File: config.mk
export PLATFORM = sky130hd
export DESIGN_NAME = cardirq_router
export DESIGN_NICKNAME = d
export VERILOG_FILES = /design/src/rtl/cardirq_pkg.sv /design/src/rtl/cardirq_ctrl_regs.sv /design/src/rtl/cardirq_req_bank.sv /design/src/rtl/cardirq_out_stage.sv /design/src/rtl/cardirq_router.sv
export SDC_FILE = /design/constraint.sdc
export NUM_CORES = 1
export LEC_CHECK = 0
export BUFFER_PORTS_ARGS = -buffer_cell sky130_fd_sc_hd__buf_2
export CAP_MARGIN = 20
export CORE_UTILIZATION = 30
export DETAILED_ROUTE_END_ITERATION = 8
export PLACE_DENSITY = 0.67
export SLEW_MARGIN = 0
export SYNTH_ARGS = -nofsm -noshare
export SYNTH_HDL_FRONTEND = slang
export SYNTH_SLANG_ARGS = --single-unit
File: constraint.sdc
create_clock -name clk -period 1.42 [get_ports clk]
set_input_delay 0.142 -clock clk [delete_from_list [all_inputs] [get_ports clk]]
set_output_delay 0.142 -clock clk [all_outputs]
set_load 0.01 [all_outputs]
File: src/rtl/cardirq_pkg.sv
package cardirq_pkg;
    localparam int NUM_SRC     = 13;
    localparam int IDX_DONE    = 0;
    localparam int IDX_CLKOFF  = 4;
    localparam int IDX_RXREQ   = 5;
    localparam int IDX_TXREQ   = 6;
    localparam int CTL_STOP    = 0;
    localparam int CTL_START   = 1;
    localparam int CTL_W       = 2;

    typedef logic [NUM_SRC-1:0] src_vec_t;

    typedef struct packed {
        src_vec_t req;
    } req_state_t;

    typedef struct packed {
        src_vec_t mask;
        logic     dma;
        logic     clk_on;
    } ctrl_state_t;

    typedef struct packed {
        logic irq;
        logic rx;
        logic tx;
    } out_state_t;
endpackage

File: src/rtl/cardirq_ctrl_regs.sv
module cardirq_ctrl_regs
    import cardirq_pkg::*;
#(
    parameter int MASK_WDATA_W = 32,
    parameter int CFG_W        = 16,
    parameter int DMA_BIT      = 7
) (
    input  logic                    clk,
    input  logic                    rst_n,
    input  logic                    mask_we,
    input  logic [MASK_WDATA_W-1:0] mask_wdata,
    input  logic                    clkctl_we,
    input  logic [CTL_W-1:0]        clkctl_wdata,
    input  logic                    cfg_we,
    input  logic [CFG_W-1:0]        cfg_wdata,
    output logic                    clk_start,
    output logic                    clk_stop,
    output ctrl_state_t             ctrl_d,
    output ctrl_state_t             ctrl_q
);
    localparam int UPPER_W = MASK_WDATA_W - NUM_SRC;

    logic unused_wdata_bits;
    assign unused_wdata_bits = ^{mask_wdata[MASK_WDATA_W-1:NUM_SRC],
                                 cfg_wdata[CFG_W-1:DMA_BIT+1],
                                 cfg_wdata[DMA_BIT-1:0], UPPER_W[0]};

    always_comb begin
        clk_start = clkctl_we & clkctl_wdata[CTL_START];
        clk_stop  = clkctl_we & clkctl_wdata[CTL_STOP];
        ctrl_d    = ctrl_q;
        if (mask_we) begin
            ctrl_d.mask = mask_wdata[NUM_SRC-1:0];
        end
        if (cfg_we) begin
            ctrl_d.dma = cfg_wdata[DMA_BIT];
        end
        if (clk_start) begin
            ctrl_d.clk_on = 1'b1;
        end
        if (clk_stop) begin
            ctrl_d.clk_on = 1'b0;
        end
    end

    always_ff @(posedge clk or negedge rst_n) begin
        if (!rst_n) begin
            ctrl_q <= '0;
        end else begin
            ctrl_q <= ctrl_d;
        end
    end
endmodule

File: src/rtl/cardirq_req_bank.sv
module cardirq_req_bank
    import cardirq_pkg::*;
(
    input  logic       clk,
    input  logic       rst_n,
    input  src_vec_t   evt_set,
    input  src_vec_t   evt_clr,
    input  logic       clk_start,
    input  logic       clk_stop,
    output req_state_t req_d,
    output req_state_t req_q
);
    for (genvar i = 0; i < NUM_SRC; i++) begin : g_bit
        if (i == IDX_CLKOFF) begin : g_clkoff
            always_comb begin
                if (clk_stop) begin
                    req_d.req[i] = 1'b1;
                end else if (clk_start) begin
                    req_d.req[i] = 1'b0;
                end else begin
                    req_d.req[i] = (req_q.req[i] & ~evt_clr[i]) | evt_set[i];
                end
            end
        end else begin : g_plain
            always_comb begin
                req_d.req[i] = (req_q.req[i] & ~evt_clr[i]) | evt_set[i];
            end
        end
    end

    always_ff @(posedge clk or negedge rst_n) begin
        if (!rst_n) begin
            req_q <= '0;
        end else begin
            req_q <= req_d;
        end
    end
endmodule

File: src/rtl/cardirq_out_stage.sv
module cardirq_out_stage
    import cardirq_pkg::*;
(
    input  logic       clk,
    input  logic       rst_n,
    input  src_vec_t   req_nxt,
    input  src_vec_t   mask_nxt,
    input  logic       dma_nxt,
    output out_state_t out_q
);
    localparam src_vec_t FIFO_BITS = src_vec_t'((1 << IDX_RXREQ) | (1 << IDX_TXREQ));

    out_state_t out_d;
    src_vec_t   eff_mask;

    always_comb begin
        eff_mask  = mask_nxt | (dma_nxt ? FIFO_BITS : '0);
        out_d.irq = |(req_nxt & ~eff_mask);
        out_d.rx  = dma_nxt & req_nxt[IDX_RXREQ];
        out_d.tx  = dma_nxt & req_nxt[IDX_TXREQ];
    end

    always_ff @(posedge clk or negedge rst_n) begin
        if (!rst_n) begin
            out_q <= '0;
        end else begin
            out_q <= out_d;
        end
    end
endmodule

File: src/rtl/cardirq_router.sv
module cardirq_router
    import cardirq_pkg::*;
#(
    parameter int MASK_WDATA_W = 32,
    parameter int CFG_W        = 16,
    parameter int DMA_BIT      = 7
) (
    input  logic                    clk,
    input  logic                    rst_n,
    input  logic [NUM_SRC-1:0]      evt_set,
    input  logic [NUM_SRC-1:0]      evt_clr,
    input  logic                    mask_we,
    input  logic [MASK_WDATA_W-1:0] mask_wdata,
    input  logic                    clkctl_we,
    input  logic [CTL_W-1:0]        clkctl_wdata,
    input  logic                    cfg_we,
    input  logic [CFG_W-1:0]        cfg_wdata,
    output logic                    cpu_irq,
    output logic                    rx_dma_req,
    output logic                    tx_dma_req,
    output logic                    clk_on
);
    logic        clk_start;
    logic        clk_stop;
    ctrl_state_t ctrl_d;
    ctrl_state_t ctrl_q;
    req_state_t  req_d;
    req_state_t  req_q;
    out_state_t  out_q;

    cardirq_ctrl_regs #(
        .MASK_WDATA_W (MASK_WDATA_W),
        .CFG_W        (CFG_W),
        .DMA_BIT      (DMA_BIT)
    ) u_ctrl (
        .clk          (clk),
        .rst_n        (rst_n),
        .mask_we      (mask_we),
        .mask_wdata   (mask_wdata),
        .clkctl_we    (clkctl_we),
        .clkctl_wdata (clkctl_wdata),
        .cfg_we       (cfg_we),
        .cfg_wdata    (cfg_wdata),
        .clk_start    (clk_start),
        .clk_stop     (clk_stop),
        .ctrl_d       (ctrl_d),
        .ctrl_q       (ctrl_q)
    );

    cardirq_req_bank u_req (
        .clk       (clk),
        .rst_n     (rst_n),
        .evt_set   (evt_set),
        .evt_clr   (evt_clr),
        .clk_start (clk_start),
        .clk_stop  (clk_stop),
        .req_d     (req_d),
        .req_q     (req_q)
    );

    cardirq_out_stage u_out (
        .clk      (clk),
        .rst_n    (rst_n),
        .req_nxt  (req_d.req),
        .mask_nxt (ctrl_d.mask),
        .dma_nxt  (ctrl_d.dma),
        .out_q    (out_q)
    );

    assign cpu_irq    = out_q.irq;
    assign rx_dma_req = out_q.rx;
    assign tx_dma_req = out_q.tx;
    assign clk_on     = ctrl_q.clk_on;
endmodule

==> flow_metrics.tcl, run 1 <==
set metrics [dict create \
    yosys-top-cells-area "dfrtp_1, inv_1, mux2_2" \
    die_x_um 65.6 \
    status "finished clean" \
    core_area_um2 3770 \
    crit_chain "a21oi_1 > o22ai_1 > a211oi_1 > nand3_1" \
    peakVddDrop_mv 0.715 \
    start_util_pct 32.1 \
    layout_min_cycle_time_ps 1250 \
    drcViolationCount 0 \
    endpoint_kind "flip-flop" \
    cp-start-kind "flip-flop" \
    num-nets-final 242 \
    ios 85 \
    max_freq_mhz 797 \
    grt_pass1_vias 950 \
    setup_viol 0 \
    critPathMaxFanout 3 \
    critPathTopFamily "compound AO/OA/AOI/OAI gates" \
    hold_viol 0 \
    final_area_um2 1690 \
    synth_edf_count 0 \
    p_comb_share_pct 10.9 \
    wl_per_cell_um 10.5 \
    rows 22 \
    die_h_um 65.6 \
    async_flop_share_pct 100 \
    cp_num_buf_inv 0 \
    grtUsageTotal_pct 13.1 \
    maxCapViolCount 0 \
    via_per_inst 4.25 \
    drv_slew 0 \
    swShare_pct 20.0 \
    cts_tree "yes" \
    rsz0062_at_grt "false" \
    yosys_warnings 0 \
    clock-root-buffer "clkbuf_8" \
    final_layout_size_suffix_gt1_share_pct 42.0 \
    synth-seq-cells 31 \
    path_clk_slew_ps 70 \
    clkSinkCount 31 \
    htreeDepth 2 \
    p_int_mw 1.79 \
    antenna_found_initial 0 \
    power_density_nw_per_um2 1320 \
    synthCells 101 \
    first_pass_iters 2 \
    min_period_over_period_pct 88.3 \
    leakage_nw 0.868 \
    drtIter0Drc 21 \
    relSlewSlack_pct 73.7 \
    finalSetupTns_ps 0 \
    tightest_slew_ps 383 \
    n_fill_cell 366 \
    dp_hpwl_um 1730 \
    portBuffers 50 \
    grt_pass1_wl_um 4060 \
    num_antenna_cells 0 \
    grt_max_degree 17 \
    gp_congestion 0.691 \
    cts_resized 0 \
    synthDistinctLibCells 18 \
    synth_seq_area_share_pct 64.0 \
    cts_buffers 5 \
    die_area_um2 4300 \
    synth_area_um2 1210 \
    crit_type "reg2reg" \
    finalClockSkew_ps 4.41 \
    synth_top_cell_by_area "dfrtp_1" \
    clk_path_buf_depth 2 \
    crit_required_ps 1570 \
    critPathMaxStageDelay_ps 360 \
    power_frac_clock_pct 45.4 \
    synthFlopType "dfrtp_1" \
    p_sw_mw 0.446 \
    vias 893 \
    drtAntennaViolNets 0 \
    cpMaxStageDelayCell "dfrtp_1" \
    worstPathArrival_ps 1400 \
    routed_wl_um 2210 \
    hp-class "in2reg" \
    synth_top_area_share_pct 64.0 \
    pwr-share-seq_pct 43.7 \
    clk_latency_ps 280 \
    syn_nets 182 \
    syn_avg_cell_area_um2 12.0 \
    placed_area_um2 1550 \
    grt-ovfl-total 0 \
    area_growth_pct 39.3 \
    cts_setup_buffers 0 \
]
## layer usage
metal  global-route usage (%)  share of wire [%]
met5                        0                  0
met4                     6.52                1.1
met3                     5.90                6.0
met2                     21.5                 49
met1                     14.3                 44
## cells in the mapped netlist, types with 2 or more instances
cell type and n:
a21oi_1 12, nand2_1 3, nor2_1 2, inv_1 24, mux2_1 5, mux2_2 6, nor2b_1 2, mux2i_1 2
dfrtp_1 31, a21o_1 2, o22ai_1 5
## power groups by stage
stage                     logic, mW  registers, mW  clock network (mW)
after detailed placement      0.248          0.991                   0
after global routing          0.279          0.983                1.10
after floorplan               0.119          0.992                   0
final                         0.243          0.975                1.01
after global placement        0.242          0.990                   0
after CTS                     0.250          0.976                1.04
## registers in the layout, indices dropped and copies added (netlist names)
register       count
u_ctrl.ctrl_q     15
u_req.req_q       13
u_out.out_q        3
## timing repair
action	CTS	global route
hold endpoints to repair	15	0
hold buffers	1	0
setup endpoints to repair	0	0
## worst paths after layout
path / from / to / depth (start not counted) / slack, ps
setup / recovery: u_req.req_q[5]$_DFF_PN0_ / u_out.out_q[2]$_DFF_PN0_ / 4 / 170
hold / removal: clkctl_wdata[0] / u_ctrl.ctrl_q[0]$_DFFE_PN0P_ / 2 / 50
setup reg to reg: u_req.req_q[5]$_DFF_PN0_ / u_out.out_q[2]$_DFF_PN0_ / 4 / 170
hold reg to reg: u_req.req_q[0]$_DFF_PN0_ / u_req.req_q[0]$_DFF_PN0_ / 2 / 470
max in group asynchronous: rst_n / u_ctrl.ctrl_q[10]$_DFF_PN0_ / 3 / 680
min in group asynchronous: rst_n / u_ctrl.ctrl_q[7]$_DFF_PN0_ / 2 / 330
## cells in the final DEF (no fill, tap or decap), drive strengths merged
cell type	count
nor2b	2
buf	53
mux2	12
inv	24
a211oi	1
dfrtp	31
mux2i	2
nand3	1
o21ai	1
nor2	2
a2111oi	1
o22ai	5
a21oi	12
clkbuf	6
dlygate4sd3	1
a21o	2
nand2	3
nand2b	1
bufinv	2
## layout make-up
class / instances / area [um2] / share of cell area, %
sequential: 31 / 776 / 45.9
clock inverter: 2 / 60.1 / 3.56
clock buffer: 6 / 72.6 / 4.30
inverter: 24 / 90.1 / 5.33
timing repair buffer: 54 / 295 / 17.5
tap: 48 / 60.1 / 3.56
multi-input combinational: 45 / 335 / 19.9
## kinds of logic (layout without fill, tap and decap cells)
| group | Yosys count | in the layout | share of synthesized area [%] |
|---|---|---|---|
| AOI/OAI and AO/OA | 22 | 22 | 11.0 |
| and+or+nand+nor | 9 | 9 | 3.51 |
| DFF | 31 | 31 | 64.0 |
| muxes | 14 | 14 | 13.1 |
| buffers and inverters | 25 | 86 | 8.36 |
## worst register-to-register path: cells and delay by family (launching register included)
kind	cells	cell delay [ps]
compound gates	3	650
flops	1	360
simple gates	1	120
## metrics by stage
| stage | utilization, % | hold slack (ps) | cells | power [mW] | setup WS, ps |
|---|---|---|---|---|---|
| finish | 44.8 | 46.6 | 210 | 2.23 | 166 |
| global route | 44.8 | 36.6 | 210 | 2.36 | 29.0 |
| CTS | 44.8 | 39.3 | 210 | 2.27 | 143 |
| detailed placement | 41.0 | 90.5 | 201 | 1.24 | 93.8 |
| global placement | 41.0 | 83.1 | 201 | 1.23 | 110 |
| floorplan | - | -154 | 101 | 1.11 | 265 |
No activity file was read; power rests on OpenSTA's default activity.
==> inputs of run 2 (changes only) <==
Settings changed: CELL_PAD_IN_SITES_DETAIL_PLACEMENT set to 1, CELL_PAD_IN_SITES_GLOBAL_PLACEMENT set to 1, CORE_UTILIZATION 30 to 29, CTS_CLUSTER_SIZE set to 8, PLACE_DENSITY 0.67 to 0.84.
==> flow_metrics.tcl, run 2 (synthesis results as in run 1) <==
set metrics [dict create \
    setup_viol 0 \
    max_freq_mhz 793 \
    path_clk_slew_ps 70 \
    critPathTopFamily "compound AO/OA/AOI/OAI gates" \
    finalSetupTns_ps 0 \
    num_antenna_cells 0 \
    num-nets-final 242 \
    cts_buffers 5 \
    top_regs "u_ctrl.ctrl_q (15), u_req.req_q (13), u_out.out_q (3)" \
    clk_latency_ps 280 \
    first_pass_iters 4 \
    final_layout_size_suffix_gt1_share_pct 42.6 \
    largest_reg_flops 15 \
    vias 909 \
    final_core_util_pct 41.9 \
    layout_commonest_cell "buf_2" \
    cpMaxStageDelayCell "dfrtp_1" \
    critPathMaxFanout 2 \
    grt-ovfl-total 0 \
    tightest_slew_ps 690 \
    htreeDepth 2 \
    die_x_um 66.7 \
    timing.rr.start "u_req.req_q[1]$_DFF_PN0_" \
    finalPower_mw 2.12 \
    core_area_um2 4000 \
    clock-root-buffer "clkbuf_8" \
    relSlewSlack_pct 54.0 \
    hold_depth 3 \
    die_h_um 66.7 \
    drcViolationCount 0 \
    r2r_end "u_out.out_q[2]$_DFF_PN0_" \
    drtIter0Drc 32 \
    drv_slew 0 \
    r2r_setup_slack_ps 160 \
    pre_cts_slack_ps 94.6 \
    dp.cells 203 \
    n_fill_cell 472 \
    fin_hold_ws_ps 50.1 \
    clk_path_buf_depth 2 \
    area_growth_pct 38.3 \
    via_per_inst 4.29 \
    endpoint_kind "flip-flop" \
    gp_congestion 0.661 \
    worstPathArrival_ps 1420 \
    grt_pass1_wl_um 4350 \
    min_from "evt_set[8]" \
    multi_input_area_um2 335 \
    start_util_pct 30.3 \
    portBuffers 50 \
    drtAntennaViolNets 0 \
    grt_pass1_vias 987 \
    setup_ws_ps 160 \
    dp_hpwl_um 2030 \
    status "finished clean" \
    hp-class "in2reg" \
    maxCapViolCount 0 \
    critPathMaxStageDelay_ps 370 \
    final-seq-area_um2 776 \
    layout.cells.most_common_list "buf_2, dfrtp_1, inv_1, a21oi_1" \
    power_density_nw_per_um2 1260 \
    crit_type "reg2reg" \
    crit_required_ps 1580 \
    peakVddDrop_mv 0.972 \
    die_area_um2 4440 \
    grtUsageTotal_pct 14.2 \
    layout_min_cycle_time_ps 1260 \
    crit_chain "a21o_1 > nor2b_1 > a2111oi_2 > nand3_1" \
    min_period_over_period_pct 88.8 \
    cts_tree "yes" \
    cts_resized 0 \
    ios 85 \
    final_area_um2 1680 \
    rr_worst_depth 4 \
    min_to "u_req.req_q[8]$_DFF_PN0_" \
    finalClockSkew_ps 4.01 \
    cp-start-kind "flip-flop" \
    placed_area_um2 1550 \
    finalNonFillerCells 212 \
    largest-register "u_ctrl.ctrl_q" \
    clkSinkCount 31 \
    leakage_nw 0.864 \
    cp_num_buf_inv 0 \
    rows 23 \
    grt_max_degree 32 \
    wl_per_cell_um 12.4 \
    hold_viol 0 \
    routed_wl_um 2630 \
    rsz0062_at_grt "false" \
    antenna_found_initial 0 \
]
run 2: cell count changes in the layout (fill, tap and decap cells not counted):
cell	previous run	this run
bufinv_16	2	1
clkinv_2	0	1
clkbuf_8	5	6
clkbuf_1	1	0
run 2: worst min-delay path: stages:
cell and delay [ps]:
buf_2 70, a21oi_1 40, inv_1 40
run 2: worst max-delay path by stage:
stage | slack (ps) | end | startpoint | cells after the start
finish | 160 | u_out.out_q[2]$_DFF_PN0_ | u_req.req_q[1]$_DFF_PN0_ | 4
global route | 50 | u_out.out_q[2]$_DFF_PN0_ | u_req.req_q[5]$_DFF_PN0_ | 4
CTS | 130 | u_out.out_q[2]$_DFF_PN0_ | u_req.req_q[1]$_DFF_PN0_ | 4
detailed placement | 90 | u_out.out_q[2]$_DFF_PN0_ | mask_we | 6
global placement | 100 | u_out.out_q[2]$_DFF_PN0_ | mask_we | 6
floorplan | 260 | u_out.out_q[2]$_DFF_PN0_ | u_req.req_q[1]$_DFF_PN0_ | 4
run 2: final cells by class:
type | instances | area share (%)
Multi-Input combinational cell | 45 | 20.0
Clock inverter | 2 | 2.09
Inverter | 24 | 5.37
Sequential cell | 31 | 46.3
Timing Repair Buffer | 54 | 17.6
Clock buffer | 6 | 4.93
Tap cell | 50 | 3.73
run 2: metal layers:
layer	routed length [um]	vias to the layer above	track usage, %
li1	-	444	-
met1	1030	436	14.4
met2	1420	25	24.6
met3	116	4	5.31
met4	61	0	7.98
met5	0	-	0
run 2: power breakdown:
group	switching, mW	total (mW)	internal (mW)
clock network	0.323	0.890	0.567
registers	0.0199	0.977	0.957
logic	0.122	0.250	0.128
run 2: repair_timing:
item	in CTS	in global routing
hold endpoints to repair	31	0
setup buffers	0	0
hold buffers	1	0
==> inputs of run 3 (changes only) <==
Settings changed: ABC_AREA set to 1, PLACE_DENSITY 0.84 to 0.91.
==> flow_metrics.tcl, run 3 <==
set metrics [dict create \
    path_clk_slew_ps 60 \
    vias 1148 \
    layout_commonest_cell "nand2_1" \
    max_freq_mhz 939 \
    hp-class "in2reg" \
    grtUsageTotal_pct 13.1 \
    drcViolationCount 0 \
    synthCells 172 \
    layout.cells.most_common_list "nand2_1, inv_1, buf_2, dfrtp_1, o21ai_0" \
    setup_viol 0 \
    finalNonFillerCells 280 \
    synthDistinctLibCells 13 \
    first_pass_iters 5 \
    finalPower_mw 1.93 \
    power_density_nw_per_um2 1090 \
    maxCapViolCount 0 \
    largest_reg_flops 15 \
    core_area_um2 4470 \
    cts_setup_buffers 0 \
    die_h_um 70.9 \
    num-nets-final 309 \
    hold_depth 2 \
    via_per_inst 4.10 \
    area_growth_pct 28.3 \
    grt-ovfl-total 0 \
    grt_pass1_vias 1221 \
    ios 85 \
    final_area_um2 1770 \
    min_to "u_req.req_q[8]$_DFF_PN0_" \
    synthFlopType "dfrtp_1" \
    largest-register "u_ctrl.ctrl_q" \
    synth_top_family_by_area "simple AND/OR/NAND/NOR gates" \
    final_layout_size_suffix_gt1_share_pct 27.2 \
    yosys-top-cells-area "dfrtp_1, nand2_1, inv_1" \
    hold_viol 0 \
    async_flop_share_pct 100 \
    synth-simple-area-share_pct 17.7 \
    dp_hpwl_um 2270 \
    clock-root-buffer "clkbuf_8" \
    cts_buffers 5 \
    syn_nets 253 \
    pre_cts_slack_ps 140 \
    status "finished clean" \
    drtAntennaViolNets 0 \
    peakVddDrop_mv 0.677 \
    synthAdderAreaFrac_pct 0 \
    finalClockSkew_ps 3.83 \
    routed_wl_um 2870 \
    grt_max_degree 32 \
    clk_path_buf_depth 2 \
    timing.rr.start "u_ctrl.ctrl_q[8]$_DFF_PN0_" \
    syn_avg_cell_area_um2 8.01 \
    layout_min_cycle_time_ps 1070 \
    critPathMaxFanout 2 \
    yosys_warnings 0 \
    num_antenna_cells 0 \
    tightest_slew_ps 691 \
    yosysMostFrequentCell "nand2_1" \
    grt_pass1_wl_um 5040 \
    setup_ws_ps 355 \
    start_util_pct 30.8 \
    fin_hold_ws_ps 66.5 \
    clkSinkCount 31 \
    finalSetupTns_ps 0 \
    drtIter0Drc 40 \
    portBuffers 50 \
    synth-seq-cells 31 \
    dp.cells 272 \
    rows 24 \
    crit_required_ps 1630 \
    crit_type "reg2reg" \
    cp-start-kind "flip-flop" \
    synth_edf_count 0 \
    die_x_um 70.9 \
    relSlewSlack_pct 54.0 \
    synth_xor_area_share_pct 0 \
    cts_tree "yes" \
    yosys-mux-area-fraction_pct 0 \
    placed_area_um2 1670 \
    worstPathArrival_ps 1280 \
    antenna_found_initial 0 \
    htreeDepth 2 \
    synth_seq_area_share_pct 56.3 \
    drv_slew 0 \
    min_from "evt_clr[8]" \
    r2r_end "u_out.out_q[2]$_DFF_PN0_" \
    synth_compound_area_share_pct 9.17 \
    r2r_setup_slack_ps 350 \
    endpoint_kind "flip-flop" \
    rsz0062_at_grt "false" \
    final_core_util_pct 39.5 \
    gp_congestion 0.679 \
    synthTopCellsByCount "nand2_1, inv_1, dfrtp_1" \
    wl_per_cell_um 10.2 \
    min_period_over_period_pct 75.0 \
    synth_top_area_share_pct 56.3 \
    die_area_um2 5030 \
    leakage_nw 1.10 \
    synth_top_cell_by_area "dfrtp_1" \
    rr_worst_depth 5 \
    clk_latency_ps 280 \
    synth_area_um2 1380 \
    top_regs "u_ctrl.ctrl_q (15), u_req.req_q (13), u_out.out_q (3)" \
]
==> run 3: worst max path at each step <==
stage,start,endpoint,cells past startpoint
floorplan,mask_we,u_out.out_q[2]$_DFF_PN0_,11
global placement,mask_we,u_out.out_q[2]$_DFF_PN0_,10
detailed placement,mask_we,u_out.out_q[2]$_DFF_PN0_,10
CTS,u_ctrl.ctrl_q[8]$_DFF_PN0_,u_out.out_q[2]$_DFF_PN0_,5
global route,u_ctrl.ctrl_q[8]$_DFF_PN0_,u_out.out_q[2]$_DFF_PN0_,5
finish,u_ctrl.ctrl_q[8]$_DFF_PN0_,u_out.out_q[2]$_DFF_PN0_,5
==> run 3: critical path, stage by stage (launching register included) <==
cell and delay (ps):
dfrtp_1 360, o21ai_0 240, nand2_1 80, a21oi_1 170, nor2_1 80, nand2_1 70
==> run 3: logic make-up (layout without fill, tap and decap cells) <==
logic type / count (synthesis) / after routing
buf+inv: 57 / 113
compound gates: 21 / 21
flops: 31 / 31
simple gates: 63 / 63
==> run 3: per-layer routing <==
metal / vias to the layer above / GRT usage [%] / wire (um)
met3: 5 / 4.70 / 146
met2: 31 / 24.1 / 1490
met1: 519 / 13.9 / 1200
met5: - / 0 / 0
met4: 0 / 4.00 / 28
li1: 593 / - / -
==> run 3: cell type report <==
cell class / count / area [um2]
Inverter: 55 / 209
Timing Repair Buffer: 51 / 260
Sequential cell: 31 / 776
Fill cell: 572 / 2710
Clock inverter: 1 / 5.00
Multi-Input combinational cell: 84 / 370
Clock buffer: 6 / 82.6
Tap cell: 52 / 65.1
==> run 3: report_power, final <==
group | internal (mW) | switching, mW
combinational | 0.115 | 0.154
clock | 0.379 | 0.307
sequential | 0.954 | 0.0191
==> run 3: what timing repair did <==
item / in CTS / in global routing
resized for setup: 0 / 0
endpoints found under the hold margin: 31 / 0
hold buffers: 1 / 0
